===== config.mk =====
export PLATFORM = sky130hd
export DESIGN_NAME = gpio_edge_port
export DESIGN_NICKNAME = d
export VERILOG_FILES = /design/src/rtl/gpio_edge_pkg.sv /design/src/rtl/gpio_rst_sync.sv /design/src/rtl/gpio_in_stage.sv /design/src/rtl/gpio_capture.sv /design/src/rtl/gpio_reg_file.sv /design/src/rtl/gpio_edge_port.sv
export SDC_FILE = /design/constraint.sdc
export NUM_CORES = 1
export LEC_CHECK = 0
export ABC_AREA = 1
export BUFFER_PORTS_ARGS = -buffer_cell sky130_fd_sc_hd__buf_2
export CORE_MARGIN = 2
export CORE_UTILIZATION = 50
export CTS_CLUSTER_SIZE = 28
export DETAILED_ROUTE_END_ITERATION = 10
export GPL_TIMING_DRIVEN = 0
export HOLD_SLACK_MARGIN = 0.15
export PLACE_DENSITY_LB_ADDON = 0.1
export SYNTH_ARGS = -nofsm -noshare
export SYNTH_HDL_FRONTEND = slang
export SYNTH_HIERARCHICAL = 1
export SYNTH_SLANG_ARGS = --single-unit

===== constraint.sdc =====
create_clock -name clk -period 4.44 [get_ports clk]
set_input_delay 0.222 -clock clk [delete_from_list [all_inputs] [get_ports clk]]
set_output_delay 0.222 -clock clk [all_outputs]
set_load 0.01 [all_outputs]

===== src/rtl/gpio_edge_pkg.sv =====
package gpio_edge_pkg;

  typedef enum logic [1:0] {
    TRIG_RISE  = 2'd0,
    TRIG_FALL  = 2'd1,
    TRIG_BOTH  = 2'd2,
    TRIG_LEVEL = 2'd3
  } trig_e;

  localparam int unsigned BUS_AW = 5;
  localparam int unsigned BUS_DW = 32;

  localparam logic [BUS_AW-1:0] OFS_DATA = 5'h00;
  localparam logic [BUS_AW-1:0] OFS_DIR  = 5'h04;
  localparam logic [BUS_AW-1:0] OFS_MASK = 5'h08;
  localparam logic [BUS_AW-1:0] OFS_CAP  = 5'h0C;

  typedef enum logic [2:0] {
    SEL_NONE,
    SEL_DATA,
    SEL_DIR,
    SEL_MASK,
    SEL_CAP
  } regsel_e;

  function automatic regsel_e decode_ofs(input logic [BUS_AW-1:0] a);
    regsel_e s;
    case (a)
      OFS_DATA: s = SEL_DATA;
      OFS_DIR:  s = SEL_DIR;
      OFS_MASK: s = SEL_MASK;
      OFS_CAP:  s = SEL_CAP;
      default:  s = SEL_NONE;
    endcase
    return s;
  endfunction

endpackage


===== src/rtl/gpio_rst_sync.sv =====
module gpio_rst_sync (
  input  logic clk,
  input  logic rst_n_in,
  output logic rst_n_out
);
  logic stage_q;
  logic out_q;

  always_ff @(posedge clk or negedge rst_n_in) begin
    if (!rst_n_in) begin
      stage_q <= 1'b0;
      out_q   <= 1'b0;
    end else begin
      stage_q <= 1'b1;
      out_q   <= stage_q;
    end
  end

  assign rst_n_out = out_q;
endmodule


===== src/rtl/gpio_in_stage.sv =====
module gpio_in_stage
  import gpio_edge_pkg::*;
#(
  parameter int unsigned NUM_PINS = 16,
  parameter trig_e       TRIGGER  = TRIG_RISE
) (
  input  logic                clk,
  input  logic                rst_n,
  input  logic [NUM_PINS-1:0] pin_i,
  output logic [NUM_PINS-1:0] sync_o,
  output logic [NUM_PINS-1:0] edge_o
);
  logic [NUM_PINS-1:0] meta_q;
  logic [NUM_PINS-1:0] sync_q;

  always_ff @(posedge clk or negedge rst_n) begin
    if (!rst_n) begin
      meta_q <= '0;
      sync_q <= '0;
    end else begin
      meta_q <= pin_i;
      sync_q <= meta_q;
    end
  end

  assign sync_o = sync_q;

  if (TRIGGER == TRIG_LEVEL) begin : g_level
    assign edge_o = '0;
  end else begin : g_edge
    logic [NUM_PINS-1:0] prev_q;

    always_ff @(posedge clk or negedge rst_n) begin
      if (!rst_n) prev_q <= '0;
      else        prev_q <= sync_q;
    end

    if (TRIGGER == TRIG_RISE) begin : g_rise
      assign edge_o = sync_q & ~prev_q;
    end else if (TRIGGER == TRIG_FALL) begin : g_fall
      assign edge_o = ~sync_q & prev_q;
    end else begin : g_both
      assign edge_o = sync_q ^ prev_q;
    end
  end
endmodule


===== src/rtl/gpio_capture.sv =====
module gpio_capture
  import gpio_edge_pkg::*;
#(
  parameter int unsigned NUM_PINS = 16,
  parameter trig_e       TRIGGER  = TRIG_RISE
) (
  input  logic                clk,
  input  logic                rst_n,
  input  logic [NUM_PINS-1:0] edge_i,
  input  logic                clr_we_i,
  input  logic [NUM_PINS-1:0] clr_i,
  output logic [NUM_PINS-1:0] cap_o
);
  if (TRIGGER == TRIG_LEVEL) begin : g_none
    logic unused_cap;
    assign unused_cap = ^{edge_i, clr_i, clr_we_i};
    assign cap_o = '0;
  end else begin : g_sticky
    logic [NUM_PINS-1:0] cap_q;
    logic [NUM_PINS-1:0] cap_d;
    logic [NUM_PINS-1:0] clr_eff;

    always_comb begin
      clr_eff = clr_we_i ? clr_i : '0;
      cap_d   = (cap_q & ~clr_eff) | edge_i;
    end

    always_ff @(posedge clk or negedge rst_n) begin
      if (!rst_n) cap_q <= '0;
      else        cap_q <= cap_d;
    end

    assign cap_o = cap_q;

    // an edge is never lost, even when a clear hits the same bit
    a_r8_edge_kept: assert property (@(posedge clk) disable iff (!rst_n)
      (edge_i != '0) |=> ((cap_q & $past(edge_i)) == $past(edge_i)));

    // a one written to a bit without a coincident edge clears it
    a_r7_clear_bit: assert property (@(posedge clk) disable iff (!rst_n)
      clr_we_i |=> ((cap_q & $past(clr_i & ~edge_i)) == '0));

    // with no clear, set bits stay set
    a_r7_sticky: assert property (@(posedge clk) disable iff (!rst_n)
      !clr_we_i |=> ((cap_q & $past(cap_q)) == $past(cap_q)));
  end
endmodule


===== src/rtl/gpio_reg_file.sv =====
module gpio_reg_file
  import gpio_edge_pkg::*;
#(
  parameter int unsigned NUM_PINS = 16
) (
  input  logic                clk,
  input  logic                rst_n,
  input  logic                req_i,
  input  logic                we_i,
  input  logic [BUS_AW-1:0]   addr_i,
  input  logic [BUS_DW-1:0]   wdata_i,
  input  logic [NUM_PINS-1:0] sync_i,
  input  logic [NUM_PINS-1:0] cap_i,
  output logic [NUM_PINS-1:0] out_o,
  output logic [NUM_PINS-1:0] dir_o,
  output logic [NUM_PINS-1:0] mask_o,
  output logic                clr_we_o,
  output logic [NUM_PINS-1:0] clr_o,
  output logic [BUS_DW-1:0]   rdata_o
);
  regsel_e             sel;
  logic                wr, rd;
  logic [NUM_PINS-1:0] wlow;
  logic [NUM_PINS-1:0] out_q, dir_q, mask_q;
  logic [NUM_PINS-1:0] out_d, dir_d, mask_d;
  logic                out_en, dir_en, mask_en;
  logic [BUS_DW-1:0]   rdata_q, rdata_d;
  logic                rdata_en;

  if (NUM_PINS < BUS_DW) begin : g_pad
    logic unused_hi;
    assign unused_hi = ^wdata_i[BUS_DW-1:NUM_PINS];
  end

  function automatic logic [BUS_DW-1:0] widen(input logic [NUM_PINS-1:0] v);
    logic [BUS_DW-1:0] r;
    r = '0;
    r[NUM_PINS-1:0] = v;
    return r;
  endfunction

  always_comb begin
    sel      = decode_ofs(addr_i);
    wr       = req_i && we_i;
    rd       = req_i && !we_i;
    wlow     = wdata_i[NUM_PINS-1:0];
    out_en   = wr && (sel == SEL_DATA);
    dir_en   = wr && (sel == SEL_DIR);
    mask_en  = wr && (sel == SEL_MASK);
    out_d    = wlow;
    dir_d    = wlow;
    mask_d   = wlow;
    clr_we_o = wr && (sel == SEL_CAP);
    clr_o    = wlow;
    rdata_en = rd;
    case (sel)
      SEL_DATA: rdata_d = widen(sync_i);
      SEL_DIR:  rdata_d = widen(dir_q);
      SEL_MASK: rdata_d = widen(mask_q);
      SEL_CAP:  rdata_d = widen(cap_i);
      default:  rdata_d = '0;
    endcase
  end

  always_ff @(posedge clk or negedge rst_n) begin
    if (!rst_n) begin
      out_q   <= '0;
      dir_q   <= '0;
      mask_q  <= '0;
      rdata_q <= '0;
    end else begin
      if (out_en)   out_q   <= out_d;
      if (dir_en)   dir_q   <= dir_d;
      if (mask_en)  mask_q  <= mask_d;
      if (rdata_en) rdata_q <= rdata_d;
    end
  end

  assign out_o   = out_q;
  assign dir_o   = dir_q;
  assign mask_o  = mask_q;
  assign rdata_o = rdata_q;

  // a write to an unmapped offset changes no register
  a_r12_unmapped_write: assert property (@(posedge clk) disable iff (!rst_n)
    (wr && sel == SEL_NONE) |=> ($stable(out_q) && $stable(dir_q) && $stable(mask_q)));

  // the read data returns the synchronised pins one cycle after the request
  a_r3_read_latency: assert property (@(posedge clk) disable iff (!rst_n)
    (rd && sel == SEL_DATA) |=> (rdata_o == widen($past(sync_i))));

  // read data holds between reads
  a_r3_rdata_hold: assert property (@(posedge clk) disable iff (!rst_n)
    !req_i |=> $stable(rdata_o));
endmodule


===== src/rtl/gpio_edge_port.sv =====
module gpio_edge_port
  import gpio_edge_pkg::*;
#(
  parameter int unsigned NUM_PINS = 16,
  parameter trig_e       TRIGGER  = TRIG_RISE
) (
  input  logic                clk,
  input  logic                rst_n,
  input  logic                bus_req,
  input  logic                bus_we,
  input  logic [4:0]          bus_addr,
  input  logic [31:0]         bus_wdata,
  output logic [31:0]         bus_rdata,
  input  logic [NUM_PINS-1:0] pin_in,
  output logic [NUM_PINS-1:0] pin_out,
  output logic [NUM_PINS-1:0] pin_oe,
  output logic                irq
);
  logic                rst_n_int;
  logic [NUM_PINS-1:0] sync_w, edge_w, cap_w;
  logic [NUM_PINS-1:0] out_w, dir_w, mask_w, clr_w;
  logic                clr_we_w;

  gpio_rst_sync u_rst_sync (
    .clk       (clk),
    .rst_n_in  (rst_n),
    .rst_n_out (rst_n_int)
  );

  gpio_in_stage #(.NUM_PINS(NUM_PINS), .TRIGGER(TRIGGER)) u_in_stage (
    .clk    (clk),
    .rst_n  (rst_n_int),
    .pin_i  (pin_in),
    .sync_o (sync_w),
    .edge_o (edge_w)
  );

  gpio_capture #(.NUM_PINS(NUM_PINS), .TRIGGER(TRIGGER)) u_capture (
    .clk      (clk),
    .rst_n    (rst_n_int),
    .edge_i   (edge_w),
    .clr_we_i (clr_we_w),
    .clr_i    (clr_w),
    .cap_o    (cap_w)
  );

  gpio_reg_file #(.NUM_PINS(NUM_PINS)) u_reg_file (
    .clk      (clk),
    .rst_n    (rst_n_int),
    .req_i    (bus_req),
    .we_i     (bus_we),
    .addr_i   (bus_addr),
    .wdata_i  (bus_wdata),
    .sync_i   (sync_w),
    .cap_i    (cap_w),
    .out_o    (out_w),
    .dir_o    (dir_w),
    .mask_o   (mask_w),
    .clr_we_o (clr_we_w),
    .clr_o    (clr_w),
    .rdata_o  (bus_rdata)
  );

  if (TRIGGER == TRIG_LEVEL) begin : g_irq_level
    logic unused_cap;
    assign unused_cap = ^cap_w;
    assign irq = |(sync_w & mask_w);
  end else begin : g_irq_edge
    assign irq = |(cap_w & mask_w);
  end

  assign pin_oe  = dir_w;
  assign pin_out = out_w & dir_w;

  // with every pin masked the request line stays low
  a_r9_masked_quiet: assert property (@(posedge clk) disable iff (!rst_n_int)
    (mask_w == '0) |-> !irq);

  // no pin is driven high unless it is enabled as an output
  a_r2_drive_gated: assert property (@(posedge clk) disable iff (!rst_n_int)
    ((pin_out & ~pin_oe) == '0));
endmodule


==> metrics.yaml, run 1 <==
clock_network:
  root_buffer: "clkbuf_16"
  tritoncts: "built"
  cts_made_buffers: 17
  cts.sink_count: 130
  clk_latency_ns: 0.41
  htreeDepth: 4
  post_cts_buffers: 0
  clk_pin_slew_ns: 0.06
  clock_path_buffers: 2
setup_path:
  regToRegStartpoint: "u_rst_sync/rst_n_out"
  path_max_fanout: 3
  worstSetupStartpointType: "register"
  worstPathArrival_ns: 1.38
  critPathKind: "reg2out"
  required_ns: 4.22
  endpoint_kind: "primary output"
  critPathLaunch: "u_capture/cap_o[1]"
logic_synthesis:
  yosysWarnings: 6
  synth_top_family_by_area: "simple AND/OR/NAND/NOR gates"
  syn_avg_cell_area_um2: 9.19
  synth_simple_gate_area_share_pct: 23.6
  synth_compound_area_share_pct: 7.20
  synth-edff-count: 0
  netlist.area_leader.share_pct: 56.0
  ys_seq_area_share_pct: 56.0
  synth_top_cell_by_area: "dfrtp_1"
  synthXorXnorAreaFrac_pct: 0
  synthMuxAreaShare_pct: 0
  ys_ff_latch: 130
  synthTopCellsByArea: "dfrtp_1, nand2_1, inv_1"
  ys_async_sr_fraction_pct: 100
  syn_area_um2: 5810
  synth.distinct_cells: 23
  netlist_instances: 632
  synthAdderAreaFrac_pct: 0
  synthFlopType: "dfrtp_1"
  synth.most_common_cell: "nand2_1"
  yosys-top-cells-count: "nand2_1, dfrtp_1, inv_1, buf_4, nand4_1"
job:
  maxCapViolCount: 0
pwr:
  peakVddDrop_v: 0.000298
  p_leak_uw: 0.00409
  p_per_area_nw_per_um2: 422
floorplan:
  die_h_um: 112
  pin_count: 122
  start_util_pct: 51.1
  die-area_um2: 12500
  std_cell_rows: 39
  coreArea_um2: 11400
  die_w_um: 112
final_layout:
  syn2layout_area_growth_pct: 28.2
  final_util_pct: 65.5
  antenna_cells: 0
  nNetsFinal: 843
  fillers: 907
  layout-drive-gt1-share_pct: 29.9
min_path:
  min_from: "bus_wdata[15]"
  hp-class: "in2reg"
timing:
  hold_viol_final: 0
  slew_headroom_pct: 43.6
  slew_viol_final: 0
  worst_pin_slew_ns: 0.846
  final.period_utilization_pct: 36.1
  setup_viol: 0
  rsz0062_at_grt: "false"
  setup_ws_ns: 2.84
  clock.fmax_mhz: 624
  period_needed_ns: 1.60
  final.setup_skew_ns: 0.00578
routing:
  drt_iter0_markers: 275
  ant_nets: 0
  wire_per_inst_um: 14.2
  viasPerCell: 4.71
  routed_wl_um: 13400
  vias: 4441
  dr.pass1.iters: 6
  drc: 0
outcome:
  outcome: "complete, no violations"
placed_design:
  port_buffers: 89
  place_congestion: 0.873
  place_ws_ns: 2.95
  hpwlAfterDp_um: 9680
global_routing:
  gr-total-overflow: 0
  grt_use_total_pct: 23.0
  grt_pass1_wl_um: 22300
  grt_pass1_vias: 4289
  antenna_found_initial: 0
  grt_max_degree: 69
## state kept, by name, indices dropped and copies added, names as in the netlist
name	flops
u_capture/cap_o	16
u_in_stage/g_edge.prev_q	16
u_in_stage/meta_q	16
u_in_stage/sync_o	16
u_reg_file/dir_o	16
u_reg_file/mask_o	16
u_reg_file/out_o	16
u_reg_file/rdata_o	16
u_rst_sync/rst_n_out	1
u_rst_sync/stage_q	1
## per-stage QoR
stage | instance area (um2) | hold slack, ns | TNS, ns | cells | total power, uW
2_1_floorplan | 5860 | -0.0736 | 0 | 647 | 1550
3_3_place_gp | 6490 | 0.00799 | -86.33 | 879 | 1660
3_5_place_dp | 6520 | 0.0120 | 0 | 880 | 1670
4_1_cts | 7440 | 0.151 | 0 | 942 | 3180
5_1_grt | 7440 | 0.155 | 0 | 942 | 3280
6_report | 7440 | 0.169 | 0 | 942 | 3140
## logic make-up (layout without fill, tap and decap cells)
logic type / after synthesis / in the layout
compound gates: 64 / 64
flops: 130 / 130
other cells: 2 / 17
buf+inv: 136 / 288
simple gates: 300 / 300
## power by group
group / total [uW] / leakage [uW] / internal [uW] / switching [uW]
Clock: 1480 / 0.000311 / 919 / 557
Sequential: 1350 / 0.00158 / 1270 / 79.6
Combinational: 315 / 0.00219 / 140 / 175
## placed cells by master (no fill, tap or decap), drive strengths merged
cell	instances
nand2	211
conb	17
nand3	30
clkinv	2
buf	144
bufinv	3
o21ai	64
dfrtp	130
dlygate4sd3	30
nor3	1
inv	87
nand4	33
clkbuf	22
nor2	25
## worst max-delay path: stages, from the launching register on
cell and delay, ns:
dfrtp_1 0.40, nand2_1 0.09, nand2_1 0.07, inv_1 0.05, nand2_1 0.04, nor2_1 0.10, nand2_1 0.08, buf_2 0.14
## what timing repair did
item / CTS / global route
gates resized for setup: 0 / 0
hold buffers: 30 / 0
endpoints found under the hold margin: 40 / 0
## final timing paths
check	endpoint	slack, ns	cells past startpoint
max in group asynchronous	u_reg_file/dir_o[2]	3.21	1
max reg2reg	u_reg_file/dir_o[2]	3.21	1
min	u_reg_file/dir_o[15]	0.17	3
min reg2reg	u_in_stage/sync_o[3]	0.35	0
max	irq	2.84	7
min in group asynchronous	u_in_stage/meta_q[15]	0.45	0
## area by class of cell
cell class | count | area, um2 | share of cell area (%)
multi-input combinational | 381 | 1850 | 24.9
clock buffer | 18 | 439 | 5.90
clock inverter | 14 | 188 | 2.52
sequential | 130 | 3260 | 43.7
timing repair buffer | 120 | 773 | 10.4
inverter | 78 | 293 | 3.93
buffer | 58 | 462 | 6.20
tap | 143 | 179 | 2.40
## layer usage
metal,part of all wire (%),global-route usage [%],wire (um),vias to the layer above
met3,5.0,3.81,673,12
met1,47,33.1,6290,2047
met5,0,0,0,-
met4,1.3,7.82,170,0
met2,47,35.9,6290,133
li1,-,-,-,2249
(Power assumes the default switching activity.)
==> run 2: changes to the inputs <==
Clock period 4.44 ns to 1.5 ns, I/O delays scaled along.
==> metrics.yaml, run 2 (synthesized netlist as in run 1, its figures left out) <==
timing:
  final.setup_skew_ns: 0.00708
  hold_viol_final: 0
  period_needed_ns: 1.45
  final.period_utilization_pct: 96.9
  setup_viol: 0
  slew_headroom_pct: 45.1
  rsz0062_at_grt: "true"
  clock.fmax_mhz: 688
  worst_pin_slew_ns: 0.823
  fin_tns_setup_ns: 0
  slew_viol_final: 0
clock_network:
  cts_made_buffers: 17
  root_buffer: "clkbuf_16"
  clock_path_buffers: 2
  clk_latency_ns: 0.41
  htreeDepth: 4
  clk_pin_slew_ns: 0.06
  cts.sink_count: 130
  tritoncts: "built"
setup_path:
  endpoint_kind: "primary output"
  path_cells: "nand2_1, nand2_1, inv_1, nand2_1, nor2_2, nand2_1, buf_2"
  cp_top_family: "flip-flops"
  cpMostUsedCell: "nand2_1"
  worstSetupStartpointType: "register"
  critPathKind: "reg2out"
  cpPeakStageDelay_ns: 0.42
  worstPathArrival_ns: 1.38
  required_ns: 1.42
  path_buf_inv: 2
  path_max_fanout: 3
  crit_path_top_delay_cell: "dfrtp_1"
final_layout:
  nNetsFinal: 856
  layout-drive-gt1-share_pct: 30.4
  final_common_cell: "nand2_1"
  final_util_pct: 66.5
  multiInputGateArea_um2: 1870
  antenna_cells: 0
  syn2layout_area_growth_pct: 30.3
  regArea_um2: 3260
  fillers: 924
  final_cell_mix: "nand2_1, dfrtp_1, buf_2"
pwr:
  p_leak_uw: 0.00411
  p_per_area_nw_per_um2: 1210
  power_frac_comb_pct: 10.6
  switching_share_pct: 25.3
  p_int_uw: 6840
  fin_total_pwr_uw: 9160
  peakVddDrop_v: 0.000755
  power.share.sequential_pct: 43.7
  power_switching_uw: 2310
  p_clk_share_pct: 45.7
floorplan:
  die-area_um2: 12500
  die_h_um: 112
  std_cell_rows: 39
  die_w_um: 112
  coreArea_um2: 11400
  start_util_pct: 51.1
  pin_count: 122
global_routing:
  gr-total-overflow: 0
  grt_use_total_pct: 24.0
  grt_pass1_vias: 4490
  grt_pass1_wl_um: 23200
  antenna_found_initial: 0
  grt_max_degree: 67
routing:
  routed_wl_um: 13800
  viasPerCell: 4.83
  drt_iter0_markers: 244
  wire_per_inst_um: 14.4
  vias: 4611
  drc: 0
  dr.pass1.iters: 5
  ant_nets: 0
outcome:
  outcome: "complete, no violations"
job:
  maxCapViolCount: 0
placed_design:
  hpwlAfterDp_um: 9830
  place_congestion: 0.859
  port_buffers: 89
min_path:
  hp-class: "in2reg"
run 2: final timing paths:
check	start	to	slack (ns)	depth (start not counted)
min in group asynchronous	u_rst_sync/rst_n_out	u_in_stage/meta_q[0]	0.43	0
worst min register to register	u_in_stage/meta_q[1]	u_in_stage/sync_o[1]	0.35	0
worst max register to register	u_rst_sync/rst_n_out	u_reg_file/mask_o[7]	0.29	1
max in group asynchronous	u_rst_sync/rst_n_out	u_reg_file/mask_o[7]	0.29	1
worst max-delay path	u_reg_file/mask_o[1]	irq	0.05	7
worst min-delay path	bus_addr[3]	u_reg_file/out_o[1]	0.20	5
run 2: layer usage:
layer	GRT usage, %	routed length (um)	part of all wire [%]	vias up
li1	-	-	-	2279
met1	34.3	6280	46	2139
met2	36.5	6330	46	175
met3	4.35	908	6.6	18
met4	9.96	268	1.9	0
met5	0	0	0	-
run 2: area by class of cell:
class | instances | share of cell area [%]
plain buffers | 58 | 6.10
clock buffers | 22 | 6.40
clock inverters | 10 | 1.65
inverters | 78 | 3.87
multi-input cells | 381 | 24.7
flip-flops and latches | 130 | 43.1
well taps | 143 | 2.37
repair buffers | 133 | 11.8
run 2: timing repair:
item / CTS / global route
hold endpoints to repair: 88 / 0
resized for setup: 0 / 6
endpoints found under the setup margin: 1 / 24
pin swaps: 4 / 3
setup buffers: 0 / 4
hold buffers: 39 / 0
run 2: power by group through the flow:
stage,registers [uW],clock network (uW),logic (uW)
3_5_place_dp,4070,0,879
2_1_floorplan,4050,0,531
3_3_place_gp,4080,0,815
5_1_grt,4050,4430,1080
4_1_cts,4010,4250,956
6_report,4000,4180,968
run 2: through the flow:
step,setup slack [ns],cell area (um2),hold WS (ns),instances
2_1_floorplan,0.120,5870,-0.221,647
5_1_grt,-0.0469,7560,0.233,955
4_1_cts,-0.00162,7520,0.155,951
3_3_place_gp,-0.283,6490,-0.140,879
3_5_place_dp,0.147,6520,-0.138,880
6_report,0.0463,7560,0.196,955
==> run 3: changes to the inputs <==
Settings changed: BUFFER_PORTS_ARGS -buffer_cell sky130_fd_sc_hd__buf_2 to not set, CORE_ASPECT_RATIO set to 1.4, CORE_UTILIZATION 50 to 25, DONT_BUFFER_PORTS set to 1.
==> metrics.yaml, run 3 (synthesized netlist as in run 1, its figures left out) <==
outcome:
  outcome: "complete, no violations"
global_routing:
  antenna_found_initial: 1
  grt_pass1_wl_um: 26600
  gr-total-overflow: 0
  grt_max_degree: 58
  grt_use_total_pct: 14.7
  grt_pass1_vias: 4535
pwr:
  p_leak_uw: 0.00381
  p_per_area_nw_per_um2: 1200
  peakVddDrop_v: 0.000646
routing:
  drt_iter0_markers: 222
  wl_met1_um: 6890
  met2_length_um: 8720
  dr.pass1.iters: 4
  routed_wl_um: 17000
  vias: 4288
  wire_per_inst_um: 16.1
  wl_met3_um: 866
  ant_nets: 0
  viasPerCell: 4.06
  drc: 0
  routed.top_layer: "met4"
timing:
  clock.fmax_mhz: 682
  hold_viol_final: 0
  period_needed_ns: 1.47
  slew_viol_final: 0
  final.setup_skew_ns: 0.00659
  final.period_utilization_pct: 97.8
  hold_slack_ns: 0.184
  setup_viol: 0
  worst_pin_slew_ns: 0.556
  slew_headroom_pct: 63.0
  setup_ws_ns: 0.0333
setup_path:
  critPathKind: "in2reg"
  path_max_fanout: 10
  worstSetupStartpointType: "input pin"
  required_ns: 1.84
  endpoint_kind: "register"
  worstPathArrival_ns: 1.81
clock_network:
  htreeDepth: 4
  clk_latency_ns: 0.42
  cts.sink_count: 130
  clk_pin_slew_ns: 0.06
  cts_made_buffers: 17
  clock_path_buffers: 2
  root_buffer: "clkbuf_16"
  tritoncts: "built"
floorplan:
  std_cell_rows: 66
  die_h_um: 184
  coreArea_um2: 23000
  start_util_pct: 25.2
  die_w_um: 133
  pin_count: 122
  die-area_um2: 24500
placed_design:
  place_inst: 955
  placed_area_um2: 6300
  place_congestion: 0.796
  port_buffers: 0
  place_ws_ns: 0.177
  hpwlAfterDp_um: 12300
final_layout:
  nNetsFinal: 792
  final_cell_mix: "nand2_1, dfrtp_1, inv_1"
  final_common_cell: "nand2_1"
  syn2layout_area_growth_pct: 30.2
  layout-drive-gt1-share_pct: 20.7
  fin_cells: 1055
  final_util_pct: 32.8
  fin_area_um2: 7560
job:
  maxCapViolCount: 0
min_path:
  hp-class: "in2reg"
## run 3: changes by cell type in the layout (fill, tap and decap cells not counted), moves of 2 or more
cell	before	now
clkinvlp_4	4	2
dlygate4sd3_1	39	63
buf_2	96	7
clkinv_4	2	4
clkbuf_8	4	1
clkinv_2	0	3
## run 3: layout make-up
class | instances | area [um2]
Fill cell | 2394 | 15500
Sequential cell | 130 | 3260
Multi-Input combinational cell | 381 | 1860
Timing Repair Buffer | 69 | 716
Buffer | 58 | 462
Clock buffer | 20 | 447
Tap cell | 306 | 383
Inverter | 78 | 293
Clock inverter | 12 | 134
Antenna cell | 1 | 2.50
## run 3: report_power, final
group,leakage [uW],switching (uW),internal (uW)
clock,0.000280,1600,2490
sequential,0.00158,276,3770
combinational,0.00194,504,400
total,0.00381,2380,6660
## run 3: final timing paths
check | from | to | slack (ns) | cells after the start
hold / removal | bus_addr[4] | u_capture/cap_o[13] | 0.18 | 7
setup / recovery | bus_addr[4] | u_reg_file/dir_o[9] | 0.03 | 8
setup reg to reg | u_reg_file/dir_o[0] | u_reg_file/dir_o[0] | 0.18 | 3
max in group asynchronous | u_rst_sync/rst_n_out | u_reg_file/mask_o[6] | 0.69 | 1
hold reg to reg | u_rst_sync/rst_n_out | u_in_stage/sync_o[12] | 0.22 | 0
min in group asynchronous | u_rst_sync/rst_n_out | u_in_stage/sync_o[12] | 0.22 | 0
## run 3: metrics by stage
stage                     total power (uW)  setup TNS [ns]
after floorplan                       4580               0
after global placement                4820          -52.87
after detailed placement              4860               0
after CTS                             9210               0
after global routing                  9540        -0.00632
final                                 9040               0
## run 3: layer usage
| metal | GRT usage, % | up-vias |
|---|---|---|
| li1 | - | 2154 |
| met1 | 16.5 | 1962 |
| met2 | 25.9 | 143 |
| met3 | 3.74 | 29 |
| met4 | 7.18 | 0 |
| met5 | 0 | - |
## run 3: repair_timing
item	in CTS	in global routing
hold buffers	64	0
endpoints found under the hold margin	94	0
buffers inserted	0	4
resized for setup	0	3
setup endpoints to repair	0	3
## run 3: worst max-delay path, cell delays in order
cell and delay, ns:
inv_2 0.10, nand2_2 0.09, nor2_4 0.16, buf_12 0.17, nand3_4 0.11, buf_6 0.17, dlygate4sd3_1 0.74, o21ai_2 0.19
